--- config.mk ---
export PLATFORM = sky130hd
export DESIGN_NAME = spi_sample_adjust
export DESIGN_NICKNAME = d
export VERILOG_FILES = /design/src/rtl/spi_adj_pkg.sv /design/src/rtl/spi_adj_tapline.sv /design/src/rtl/spi_adj_word_fsm.sv /design/src/rtl/spi_sample_adjust.sv
export SDC_FILE = /design/constraint.sdc
export NUM_CORES = 1
export LEC_CHECK = 0
export ABC_AREA = 1
export BUFFER_PORTS_ARGS = -buffer_cell sky130_fd_sc_hd__buf_2
export CELL_PAD_IN_SITES_DETAIL_PLACEMENT = 1
export CELL_PAD_IN_SITES_GLOBAL_PLACEMENT = 2
export CORE_MARGIN = 2
export CORE_UTILIZATION = 33
export DETAILED_ROUTE_END_ITERATION = 12
export GPL_TIMING_DRIVEN = 1
export PLACE_DENSITY_LB_ADDON = 0.1
export SYNTH_ARGS = -nofsm -noshare
export SYNTH_HDL_FRONTEND = slang
export SYNTH_HIERARCHICAL = 1
export SYNTH_SLANG_ARGS = --single-unit
--- constraint.sdc ---
create_clock -name clk -period 1.41 [get_ports clk]
set_clock_uncertainty 0.2 [all_clocks]
set_input_delay 0.282 -clock clk [delete_from_list [all_inputs] [get_ports clk]]
set_output_delay 0.282 -clock clk [all_outputs]
set_load 0.05 [all_outputs]
--- src/rtl/spi_adj_pkg.sv ---
package spi_adj_pkg;
    typedef enum logic [1:0] {
        ST_IDLE   = 2'd0,
        ST_ACTIVE = 2'd1,
        ST_DRAIN  = 2'd2
    } word_state_t;
endpackage

--- src/rtl/spi_adj_tapline.sv ---
// Shift line with a selectable tap: tap = input sampled sel edges before the last.
module spi_adj_tapline #(
    parameter int DEPTH = 4,
    localparam int SEL_W = $clog2(DEPTH)
) (
    input  logic             clk,
    input  logic             rst_n,
    input  logic             d,
    input  logic [SEL_W-1:0] sel,
    output logic             tap
);
    logic [DEPTH-1:0] line;

    always_ff @(posedge clk or negedge rst_n) begin
        if (!rst_n) line[0] <= 1'b0;
        else        line[0] <= d;
    end

    generate
        for (genvar i = 1; i < DEPTH; i++) begin : g_stage
            always_ff @(posedge clk or negedge rst_n) begin
                if (!rst_n) line[i] <= 1'b0;
                else        line[i] <= line[i-1];
            end
        end
    endgenerate

    assign tap = line[sel];
endmodule

--- src/rtl/spi_adj_word_fsm.sv ---
// Tracks word boundaries and holds the codes steady for a whole word.
module spi_adj_word_fsm
    import spi_adj_pkg::*;
#(
    parameter int WORD_BITS = 8,
    parameter int CODE_W    = 2,
    localparam int CNT_W      = $clog2(WORD_BITS + 1),
    localparam int DRAIN_LAST = (1 << CODE_W) - 2
) (
    input  logic              clk,
    input  logic              rst_n,
    input  logic              strobe_i,
    input  logic [CODE_W-1:0] dly_code_i,
    input  logic [CODE_W-1:0] cap_code_i,
    output logic [CODE_W-1:0] dly_sel,
    output logic [CODE_W-1:0] cap_sel,
    output logic              busy
);
    word_state_t state, state_nx;
    logic [CNT_W-1:0]  bit_cnt;
    logic [CODE_W-1:0] drain_cnt;

    always_comb begin
        state_nx = state;
        unique case (state)
            ST_IDLE:   if (strobe_i) state_nx = (WORD_BITS == 1) ? ST_DRAIN : ST_ACTIVE;
            ST_ACTIVE: if (strobe_i && bit_cnt == CNT_W'(WORD_BITS - 1)) state_nx = ST_DRAIN;
            ST_DRAIN:  if (drain_cnt == CODE_W'(DRAIN_LAST)) state_nx = ST_IDLE;
            default:   state_nx = ST_IDLE;
        endcase
    end

    always_ff @(posedge clk or negedge rst_n) begin
        if (!rst_n) state <= ST_IDLE;
        else        state <= state_nx;
    end

    always_ff @(posedge clk or negedge rst_n) begin
        if (!rst_n) begin
            bit_cnt   <= '0;
            drain_cnt <= '0;
            dly_sel   <= '0;
            cap_sel   <= '0;
        end else begin
            unique case (state)
                ST_IDLE: begin
                    dly_sel   <= dly_code_i;
                    cap_sel   <= cap_code_i;
                    drain_cnt <= '0;
                    if (strobe_i) bit_cnt <= CNT_W'(1);
                end
                ST_ACTIVE: begin
                    drain_cnt <= '0;
                    if (strobe_i) bit_cnt <= bit_cnt + CNT_W'(1);
                end
                ST_DRAIN: drain_cnt <= drain_cnt + CODE_W'(1);
                default: ;
            endcase
        end
    end

    assign busy = (state != ST_IDLE);
endmodule

--- src/rtl/spi_sample_adjust.sv ---
module spi_sample_adjust #(
    parameter int WORD_BITS = 8,
    parameter int CODE_W    = 2,
    localparam int DEPTH = 1 << CODE_W
) (
    input  logic              clk,
    input  logic              rst_n,
    input  logic              miso_i,
    input  logic              strobe_i,
    input  logic [CODE_W-1:0] dly_code_i,
    input  logic [CODE_W-1:0] cap_code_i,
    output logic              cap_bit_o,
    output logic              cap_valid_o
);
    logic [CODE_W-1:0] dly_sel, cap_sel;
    logic              word_busy, data_tap, strobe_tap;

    spi_adj_word_fsm #(.WORD_BITS(WORD_BITS), .CODE_W(CODE_W)) u_fsm (
        .clk(clk), .rst_n(rst_n), .strobe_i(strobe_i),
        .dly_code_i(dly_code_i), .cap_code_i(cap_code_i),
        .dly_sel(dly_sel), .cap_sel(cap_sel), .busy(word_busy)
    );

    // Receive delay line: tap picks the input delay.
    spi_adj_tapline #(.DEPTH(DEPTH)) u_data (
        .clk(clk), .rst_n(rst_n), .d(miso_i), .sel(dly_sel), .tap(data_tap)
    );

    // Early-strobe pipeline: tap picks the capture offset.
    spi_adj_tapline #(.DEPTH(DEPTH)) u_strobe (
        .clk(clk), .rst_n(rst_n), .d(strobe_i), .sel(cap_sel), .tap(strobe_tap)
    );

    always_ff @(posedge clk or negedge rst_n) begin
        if (!rst_n) begin
            cap_valid_o <= 1'b0;
            cap_bit_o   <= 1'b0;
        end else begin
            cap_valid_o <= strobe_tap;
            if (strobe_tap) cap_bit_o <= data_tap;
        end
    end
endmodule

---- Word level (Yosys, flattened, before mapping) ----
Index checks and enable logic that the tools add are counted.
cells by class
  add/sub/neg operators ................... 2
  order comparisons ....................... 2
  eq/ne operators ......................... 8
  muxes and demuxes ....................... 12
  reductions and logical operators ........ 7
operators with widths
  operator                                                                      number
  4-bit 2-to-1 mux                                                              2
  4-bit case mux with 2 select lines                                            1
  2-bit by 3-bit less-than comparator with 1-bit output, second input constant  2
  2-bit 2-to-1 mux                                                              3
  2-bit case mux with 3 select lines                                            1
  3-bit AND reduction                                                           2
  4-bit by 1-bit adder with 4-bit output, second input constant                 1
  1-bit binary-select mux with 2-bit select                                     2
  2-bit equality test, second input constant                                    2
  4-bit by 3-bit equality test with 1-bit output, second input constant         1
  2-bit by 1-bit != test with 1-bit output, second input constant               2
  2-bit != test, second input constant                                          2
  2-bit case mux with 2 select lines                                            1
  2-bit nonzero test                                                            2
  2-bit by 1-bit adder with 2-bit output, second input constant                 1
  2-bit by 1-bit equality test with 1-bit output, second input constant         1
  2-bit logical NOT                                                             1
  1-bit 2-to-1 mux                                                              2
  2-bit OR reduction                                                            1
  1-bit logical AND                                                             1
word-level totals
  bits in registers ....................... 22
  bits of input ports ..................... 8
  output and inout port bits .............. 2
  word-level logic and storage cells ...... 46

---- Longest topological paths before layout ----
Gate-level depths: netlist (run 1).
  depth in word-level cells ............... 4
  gate-level depth with buffers ........... 7
  gate-level depth less buffers ........... 7

---- Cells and area by module ----
Netlist (run 1), hierarchy kept.
modules (own cells, without submodules)
  module             times used  cells an instance  area an instance (um2)  seq. area each (um2)
  spi_adj_word_fsm   1           64                 543.0                   300.3
  spi_adj_tapline    2           17                 151.4                   100.1
  spi_sample_adjust  1           6                  65.1                    50.0

---- Worst setup path after synthesis (run 1) ----
No wires, ideal clock.
  path kind ............................... register to register
  start point ............................. register u_fsm.bit_cnt[0]
  end point ............................... register u_fsm.bit_cnt[2]
  setup time .............................. 0.063 ns
  arrival time ............................ 0.905 ns
  required time ........................... 1.147 ns
  slack ................................... 0.242 ns
  stages on the path, launching flop included .. 7
  path buffers ............................ 0
  period minus slack after synthesis ...... 1.168 ns
  cells stage by stage .................... dfrtp_1 ha_1 nand2_1 inv_1 o21ai_0 nand2_1 inv_1
between the ends
  cells in the longest elaborated chain, start to end .. 3
ends and longest elaborated chain
  what                                    RTL line                text
  start, declared                         spi_adj_word_fsm.sv:20  logic [CNT_W-1:0] bit_cnt;
  start signal, assigned                  spi_adj_word_fsm.sv:54  if (strobe_i) bit_cnt <= bit_cnt + CNT_W'(1);
  4-bit by 1-bit adder with 4-bit output  spi_adj_word_fsm.sv:54
  4-bit 2-to-1 mux                        spi_adj_word_fsm.sv:54
  4-bit case mux with 2 select lines      spi_adj_word_fsm.sv:45  unique case (state)
No other way between the ends. The select of a mux whose other input is x is not followed.
A chain may end at the register's enable or synchronous reset.

---- Worst setup path after layout (run 1) ----
  start point ............................. register cap_bit_o
  end point ............................... output port cap_bit_o
RTL lines
  what                    RTL line                 text
  start, declared         spi_sample_adjust.sv:12  output logic cap_bit_o,
  start signal, assigned  spi_sample_adjust.sv:40  if (strobe_tap) cap_bit_o <= data_tap;
No word-level cell between the ends.

==> results of run 1 <==
==> placed cells by master (no fill, tap or decap) <==
cell	Yosys	final
a21oi_1	1	1
buf_2	0	7
buf_4	0	3
buf_6	0	1
clkbuf_4	0	3
clkbuf_8	0	1
dfrtp_1	22	22
dlygate4sd3_1	0	7
ha_1	2	2
inv_1	22	22
nand2_1	36	36
nand3_1	9	9
nor2_1	3	3
nor2_2	1	1
nor2_4	1	1
o21ai_0	5	4
o21ai_1	0	1
o22ai_1	1	1
o31ai_1	1	1
==> per-layer routing <==
layer,GRT usage,wire [um],up-vias
met5,0,0,-
met4,0.0612,16,0
met3,0.0207,40,2
met2,0.226,909,5
met1,0.163,797,355
li1,-,-,358
==> timing repair <==
item / in CTS / in global routing
resized for setup: 1 / 4
setup endpoints to repair: 1 / 3
hold buffers: 7 / 0
endpoints found under the hold margin: 28 / 0
setup buffers: 0 / 2
==> kinds of logic (layout without fill, tap and decap cells) <==
family	after synthesis	count (layout)	synth area share
AO/OA/AOI/OAI	8	8	0.0481
adder cells (fa/ha/maj)	2	2	0.0275
buffers and inverters	22	44	0.0907
flip-flops	22	22	0.604
AND/OR/NAND/NOR	50	50	0.229
==> state kept, by name, indices dropped and copies added, names as in the netlist <==
signal           cells
cap_bit_o            1
cap_valid_o          1
u_data/line          4
u_fsm/bit_cnt        4
u_fsm/cap_sel        2
u_fsm/dly_sel        2
u_fsm/drain_cnt      2
u_fsm/state          2
u_strobe/line        4
==> area by class of cell <==
cell class | count | area, um2 | share of cell area
sequential | 22 | 551 | 0.489
multi-input combinational | 60 | 278 | 0.247
tap | 31 | 38.8 | 0.0345
clock buffer | 4 | 36.3 | 0.0323
timing repair buffer | 18 | 139 | 0.123
inverter | 22 | 82.6 | 0.0734
==> worst paths after layout <==
path,to,slack (ns),startpoint,cells past startpoint
setup / recovery,cap_bit_o,0.05,cap_bit_o,1
hold / removal,u_fsm/state[0],0.04,strobe_i,3
setup reg to reg,u_fsm/bit_cnt[3],0.13,u_fsm/state[1],4
hold reg to reg,u_strobe/line[3],0.19,u_strobe/line[2],0
max in group asynchronous,u_fsm/cap_sel[1],0.41,rst_n,2
min in group asynchronous,u_fsm/bit_cnt[0],0.26,rst_n,2
==> power breakdown <==
part | switching, mW | internal, mW
Clock | 0.198 | 0.157
Sequential | 0.143 | 0.795
Combinational | 0.385 | 0.271
Total | 0.726 | 1.22
==> flow_summary.json, run 1 <==
{
  "antenna_found_initial": 0,
  "vias": 720,
  "path_class": "reg -> out",
  "gp_congestion": 0.688,
  "htree_levels": 1,
  "hold_path.class": "in -> reg",
  "start_kind": "register",
  "path_clk_slew_ns": 0.13,
  "cts_made_buffers": 3,
  "synth_top_area_cell": "dfrtp_1",
  "finalCriticalPeriod_ns": 1.36,
  "nFillCells": 325,
  "finalSetupViolCount": 0,
  "p_leak_nw": 0.621,
  "ant_nets": 0,
  "layout.nets": 137,
  "worstPathRequired_ns": 0.93,
  "end_kind": "output pin",
  "final_cell_area_mm2": 0.00112,
  "synth_edf_count": 0,
  "antenna_cells": 0,
  "start_util": 0.339,
  "core_mm2": 0.00269,
  "clock_latency_ns": 0.31,
  "drt_iter0_drc": 4,
  "power.density_mw_per_mm2": 1730,
  "tightest_slew_ns": 0.501,
  "ys_seq_area_frac": 0.604,
  "die_h_um": 56.5,
  "first_global_vias": 779,
  "synth_seq_cells": 22,
  "die_width_um": 56.5,
  "rsz0062_at_grt": "false",
  "finalHoldViolCount": 0,
  "synth_cell_types": 12,
  "final_util": 0.419,
  "syn_area_per_cell_um2": 8.76,
  "portBuffers": 9,
  "setup_ws_ns": 0.0493,
  "hpwl_um": 1250,
  "drt_pre_antenna_iters": 2,
  "syn_nets": 114,
  "ys_top_cells_by_area": "dfrtp_1 (60%), nand2_1 (15%), inv_1 (9.1%)",
  "yosys_warnings": 6,
  "grt_start_max_net_pins": 23,
  "cpPeakStageDelay_ns": 0.41,
  "io_pins": 10,
  "path_cells": "buf_6",
  "cts_root_buf": "clkbuf_4",
  "status": "finished clean",
  "grt_first_pass_wirelength_um": 3280,
  "netlist_instances": 104,
  "netlist.area_leader.share": 0.604,
  "drc": 0,
  "ir_drop_v": 0.000861,
  "async_flop_share": 1.00,
  "cts_tree": "built",
  "whs_ns": 0.0409,
  "cp_data_arrival_time_ns": 0.88,
  "yosysMostFrequentCell": "nand2_1",
  "cpMaxStageDelayCell": "dfrtp_1",
  "viasPerCell": 4.59,
  "finalSetupTns_ns": 0,
  "synthTopCellsByCount": "nand2_1 (36), dfrtp_1 (22), inv_1 (22)",
  "slew_headroom": 0.666,
  "fin_cells": 157,
  "cap_violations": 0,
  "grt_overflow": 0,
  "wirelength_um": 1760,
  "placed_area_um2": 995,
  "grt_util_all_layers": 0.133,
  "final_layout_size_suffix_gt1_frac": 0.135,
  "area.growth.synth_to_final_pct": 23.5,
  "dp_cells": 144,
  "cts_buffer_depth": 2,
  "dieArea_mm2": 0.00320,
  "max_freq_mhz": 735,
  "synth_flop_cell": "dfrtp_1",
  "cp_top_family": "flip-flops",
  "post-place-ws_ns": 0.139,
  "power.total_mw": 1.95,
  "fp-row-count": 19,
  "clock_sinks": 22,
  "path_max_fanout": 2,
  "fin_crit_sh": 0.965,
  "critPathBufInv": 1,
  "wl_per_cell_um": 11.2,
  "maxSlewViolCount": 0,
  "netlist_area_um2": 911
}
(Power assumes the default switching activity.)
==> inputs of run 2 (changes only) <==
--- a/config.mk
+++ b/config.mk
@@ -10,11 +10,10 @@
 export CELL_PAD_IN_SITES_DETAIL_PLACEMENT = 1
 export CELL_PAD_IN_SITES_GLOBAL_PLACEMENT = 2
 export CORE_MARGIN = 2
-export CORE_UTILIZATION = 33
+export CORE_UTILIZATION = 34
 export DETAILED_ROUTE_END_ITERATION = 12
 export GPL_TIMING_DRIVEN = 1
 export PLACE_DENSITY_LB_ADDON = 0.1
 export SYNTH_ARGS = -nofsm -noshare
 export SYNTH_HDL_FRONTEND = slang
-export SYNTH_HIERARCHICAL = 1
 export SYNTH_SLANG_ARGS = --single-unit
==> flow_summary.json, run 2 <==
{
  "clock_sinks": 22,
  "start_util": 0.358,
  "path_cells": "buf_6",
  "dieArea_mm2": 0.00303,
  "p_leak_nw": 0.553,
  "layout_commonest_cell": "nand2_1",
  "post-place-ws_ns": 0.0826,
  "drt_iter0_drc": 2,
  "cts_root_buf": "clkbuf_4",
  "vias": 639,
  "maxSlewViolCount": 0,
  "antenna_found_initial": 0,
  "synth_seq_cells": 22,
  "syn_area_per_cell_um2": 9.34,
  "tightest_slew_ns": 0.488,
  "p_sw_mw": 0.707,
  "cap_violations": 0,
  "portBuffers": 9,
  "grt_start_max_net_pins": 23,
  "dp_cells": 134,
  "syn_nets": 105,
  "synthTopCellsByCount": "nand2_1 (31), dfrtp_1 (22), inv_1 (14)",
  "path_max_fanout": 2,
  "cts_made_buffers": 3,
  "viasPerCell": 4.47,
  "path_class": "reg -> out",
  "clock_latency_ns": 0.29,
  "rsz0062_at_grt": "false",
  "wl_per_cell_um": 11.6,
  "netlist_instances": 95,
  "internal_power_mw": 1.14,
  "cpMaxStageDelayCell": "dfrtp_1",
  "core_mm2": 0.00248,
  "cp_top_family": "flip-flops",
  "cts_buffer_depth": 2,
  "worstPathRequired_ns": 0.93,
  "die_h_um": 55.1,
  "setup_ws_ns": 0.0695,
  "netlist.area_leader.share": 0.621,
  "p_comb_frac": 0.345,
  "swShare": 0.383,
  "critPathBufInv": 1,
  "use_met3": 0.0242,
  "netlist_area_um2": 887,
  "fp-row-count": 18,
  "final_layout_size_suffix_gt1_frac": 0.133,
  "max_freq_mhz": 746,
  "wirelength_um": 1660,
  "area.growth.synth_to_final_pct": 19.6,
  "hpwl_um": 1170,
  "htree_levels": 1,
  "end_kind": "output pin",
  "synth_cell_types": 11,
  "gp_congestion": 0.747,
  "first_global_vias": 645,
  "fin_cells": 143,
  "hold_path.class": "in -> reg",
  "finalHoldViolCount": 0,
  "top_usage_layer": "met2",
  "async_flop_share": 1.00,
  "synth_flop_cell": "dfrtp_1",
  "finalSetupViolCount": 0,
  "reg.largest.list": "u_data.line: 4 flops, u_fsm.bit_cnt: 4 flops, u_strobe.line: 4 flops",
  "synth_edf_count": 0,
  "pwr-share-clk": 0.150,
  "start_kind": "register",
  "layout.nets": 125,
  "grtUsageMet2": 0.210,
  "status": "finished clean",
  "antenna_cells": 0,
  "ir_drop_v": 0.000793,
  "io_pins": 10,
  "grt_use_met1": 0.179,
  "ant_nets": 0,
  "p_seq_frac": 0.505,
  "power.density_mw_per_mm2": 1740,
  "drc": 0,
  "cpPeakStageDelay_ns": 0.41,
  "cts_tree": "built",
  "cp_data_arrival_time_ns": 0.86,
  "grt_first_pass_wirelength_um": 2830,
  "synth_top_area_cell": "dfrtp_1",
  "path_clk_slew_ns": 0.11,
  "drt_pre_antenna_iters": 4,
  "yosys_warnings": 0,
  "final_cell_mix": "nand2_1 (31), dfrtp_1 (22), inv_1 (14)",
  "finalSetupTns_ns": 0,
  "slew_headroom": 0.675,
  "fin_crit_sh": 0.951,
  "die_width_um": 55.1,
  "ys_seq_area_frac": 0.621,
  "grt_overflow": 0,
  "whs_ns": 0.0118,
  "finalCriticalPeriod_ns": 1.34,
  "ys_top_cells_by_area": "dfrtp_1 (62%), nand2_1 (13%), inv_1 (5.9%)",
  "yosysMostFrequentCell": "nand2_1",
  "grt_util_all_layers": 0.135,
  "post-cts-setup-buffer-count": 0
}
-- run 2: cell families (layout without fill, tap and decap cells) --
group / after synthesis / in the layout / share of synthesized area
buffers and inverters: 14 / 32 / 0.0592
flip-flops: 22 / 22 / 0.621
AND/OR/NAND/NOR: 48 / 48 / 0.226
adder cells (fa/ha/maj): 2 / 2 / 0.0282
AO/OA/AOI/OAI: 9 / 9 / 0.0663
-- run 2: final timing paths --
kind | startpoint | endpoint | slack [ns] | depth (start not counted)
max in group asynchronous | rst_n | u_strobe.line[0] | 0.42 | 2
max reg2reg | u_fsm.state[0] | u_fsm.bit_cnt[2] | 0.12 | 4
max | cap_bit_o | cap_bit_o | 0.07 | 1
min reg2reg | u_strobe.line[1] | u_strobe.line[2] | 0.19 | 0
min | cap_code_i[0] | u_fsm.cap_sel[0] | 0.01 | 3
min in group asynchronous | rst_n | u_data.line[3] | 0.26 | 2
-- run 2: metal layers --
metal,vias to the layer above,part of all wire
li1,332,-
met1,300,0.51
met2,5,0.46
met3,2,0.023
met4,0,0.0090
met5,-,0
-- run 2: power groups by stage --
stage | clock network (mW) | registers [mW] | logic, mW
floorplan | 0 | 1.01 | 0.368
detailed placement | 0 | 0.941 | 0.612
global route | 0.325 | 0.957 | 0.733
CTS | 0.295 | 0.931 | 0.634
global placement | 0 | 0.940 | 0.599
finish | 0.276 | 0.932 | 0.637
-- run 2: cell type report --
type,count,area [um2]
timing repair buffer,15,114
fill,293,1420
sequential,22,551
clock buffer,3,22.5
tap,30,37.5
multi-input combinational,59,284
inverter,14,52.6
-- run 2: what timing repair did --
| item | 4_1_cts | 5_1_grt |
|---|---|---|
| gates cloned | 0 | 0 |
| hold buffers | 6 | 0 |
| resized for setup | 1 | 3 |
| endpoints found under the hold margin | 27 | 0 |
| pin swaps | 0 | 1 |
| endpoints found under the setup margin | 1 | 4 |
-- run 2: worst reg2reg max path: cells and delay by family, from the launching register on --
| kind | cells | cell delay [ns] |
|---|---|---|
| AO/OA/AOI/OAI | 1 | 0.03 |
| flip-flops | 1 | 0.47 |
| AND/OR/NAND/NOR | 3 | 0.48 |
-- run 2: stage by stage --
stage	power, mW	utilization	instance area [um2]
finish	1.84	0.428	1060
global route	2.02	0.428	1060
CTS	1.86	0.426	1050
global placement	1.54	0.391	970
floorplan	1.38	-	887
detailed placement	1.55	0.391	970
==> inputs of run 3 (changes only) <==
--- a/config.mk
+++ b/config.mk
@@ -7,13 +7,10 @@
 export LEC_CHECK = 0
 export ABC_AREA = 1
 export BUFFER_PORTS_ARGS = -buffer_cell sky130_fd_sc_hd__buf_2
-export CELL_PAD_IN_SITES_DETAIL_PLACEMENT = 1
-export CELL_PAD_IN_SITES_GLOBAL_PLACEMENT = 2
 export CORE_MARGIN = 2
-export CORE_UTILIZATION = 34
+export CORE_UTILIZATION = 45
 export DETAILED_ROUTE_END_ITERATION = 12
 export GPL_TIMING_DRIVEN = 1
-export PLACE_DENSITY_LB_ADDON = 0.1
 export SYNTH_ARGS = -nofsm -noshare
 export SYNTH_HDL_FRONTEND = slang
 export SYNTH_SLANG_ARGS = --single-unit
==> flow_summary.json, run 3 (synthesis results as in run 2) <==
{
  "antenna_cells": 0,
  "fp-row-count": 16,
  "start_kind": "register",
  "grt_overflow": 0,
  "gp_congestion": 0.810,
  "path_cells": "buf_6",
  "hpwl_um": 970,
  "viasPerCell": 4.53,
  "hold_path.class": "in -> reg",
  "dp_cells": 131,
  "slew_headroom": 0.686,
  "die_width_um": 48.4,
  "cap_violations": 0,
  "fin_crit_sh": 0.959,
  "worstPathRequired_ns": 0.93,
  "cpMaxStageDelayCell": "dfrtp_1",
  "finalHoldViolCount": 0,
  "max_freq_mhz": 739,
  "ir_drop_v": 0.00103,
  "power.density_mw_per_mm2": 1750,
  "grt_first_pass_wirelength_um": 2620,
  "drt_pre_antenna_iters": 4,
  "clock_sinks": 22,
  "tightest_slew_ns": 0.472,
  "final_cell_mix": "nand2_1 (31), dfrtp_1 (22), inv_1 (14)",
  "io_pins": 10,
  "cts_tree": "built",
  "area.growth.synth_to_final_pct": 22.7,
  "finalSetupViolCount": 0,
  "layout.nets": 127,
  "ant_nets": 0,
  "status": "finished clean",
  "path_clk_slew_ns": 0.12,
  "first_global_vias": 610,
  "cts_root_buf": "clkbuf_4",
  "p_leak_nw": 0.571,
  "fin_cells": 143,
  "cts_buffer_depth": 2,
  "final_layout_size_suffix_gt1_frac": 0.147,
  "portBuffers": 9,
  "finalSetupTns_ns": 0,
  "path_max_fanout": 2,
  "end_kind": "output pin",
  "wl_per_cell_um": 9.87,
  "critPathBufInv": 1,
  "grt_util_all_layers": 0.145,
  "cp_data_arrival_time_ns": 0.87,
  "whs_ns": 0.0604,
  "core_mm2": 0.00190,
  "clock_latency_ns": 0.30,
  "dieArea_mm2": 0.00234,
  "grt_start_max_net_pins": 23,
  "final_util": 0.572,
  "layout_commonest_cell": "nand2_1",
  "start_util": 0.466,
  "die_h_um": 48.4,
  "drt_iter0_drc": 7,
  "cp_top_family": "flip-flops",
  "antenna_found_initial": 0,
  "nFillCells": 179,
  "htree_levels": 1,
  "maxSlewViolCount": 0,
  "finalCriticalPeriod_ns": 1.35,
  "reg.largest.list": "u_data.line: 4 flops, u_fsm.bit_cnt: 4 flops, u_strobe.line: 4 flops",
  "wirelength_um": 1410,
  "vias": 648,
  "cts_made_buffers": 3,
  "rsz0062_at_grt": "false",
  "path_class": "reg -> out",
  "cpPeakStageDelay_ns": 0.41,
  "drc": 0
}
==> run 3: cell types whose count changed in the layout (fill, tap and decap cells not counted), sizes merged <==
cell         change
buf              +1
clkbuf           +1
dlygate4sd3      +1
==> run 3: repair_timing <==
action | CTS | global route
setup endpoints to repair | 1 | 2
hold buffers | 7 | 0
gates resized for setup | 1 | 3
endpoints found under the hold margin | 28 | 0
setup buffers | 0 | 1
pin swaps | 0 | 0
==> run 3: through the flow <==
stage	area, um2	worst slack, ns	total power [mW]
after floorplan	887	0.265	1.38
after global placement	966	0.171	1.51
after detailed placement	966	0.167	1.52
after CTS	1070	0.0127	1.89
after global routing	1090	0.00867	2.09
final	1090	0.0572	1.91
==> run 3: cell type report <==
class	count	area, um2	area share
Multi-Input combinational cell	59	284	0.261
Sequential cell	22	551	0.506
Clock buffer	4	36.3	0.0333
Timing Repair Buffer	17	131	0.121
Inverter	14	52.6	0.0483
Tap cell	27	33.8	0.0310
==> run 3: path summary, 6_finish.rpt <==
| check | from | endpoint | slack [ns] | cells after the start |
|---|---|---|---|---|
| max | cap_bit_o | cap_bit_o | 0.06 | 1 |
| min | strobe_i | u_fsm.bit_cnt[1] | 0.06 | 3 |
| max reg2reg | u_fsm.state[1] | u_fsm.bit_cnt[2] | 0.14 | 4 |
| min reg2reg | u_data.line[1] | u_data.line[2] | 0.19 | 0 |
| max in group asynchronous | rst_n | u_data.line[0] | 0.44 | 2 |
| min in group asynchronous | rst_n | u_data.line[2] | 0.25 | 2 |
==> run 3: routing by layer <==
metal	part of all wire	global-route usage	wire, um	up-vias
li1	-	-	-	339
met1	0.47	0.189	660	302
met2	0.50	0.229	709	5
met3	0.018	0.0309	26	2
met4	0.0099	0.0762	14	0
met5	0	0	0	-
==> run 3: where the power goes <==
group          internal (mW)  switching, mW  total, mW
registers              0.798          0.128      0.926
clock network          0.157          0.182      0.339
logic                  0.253          0.387      0.640
total                   1.21          0.697       1.91
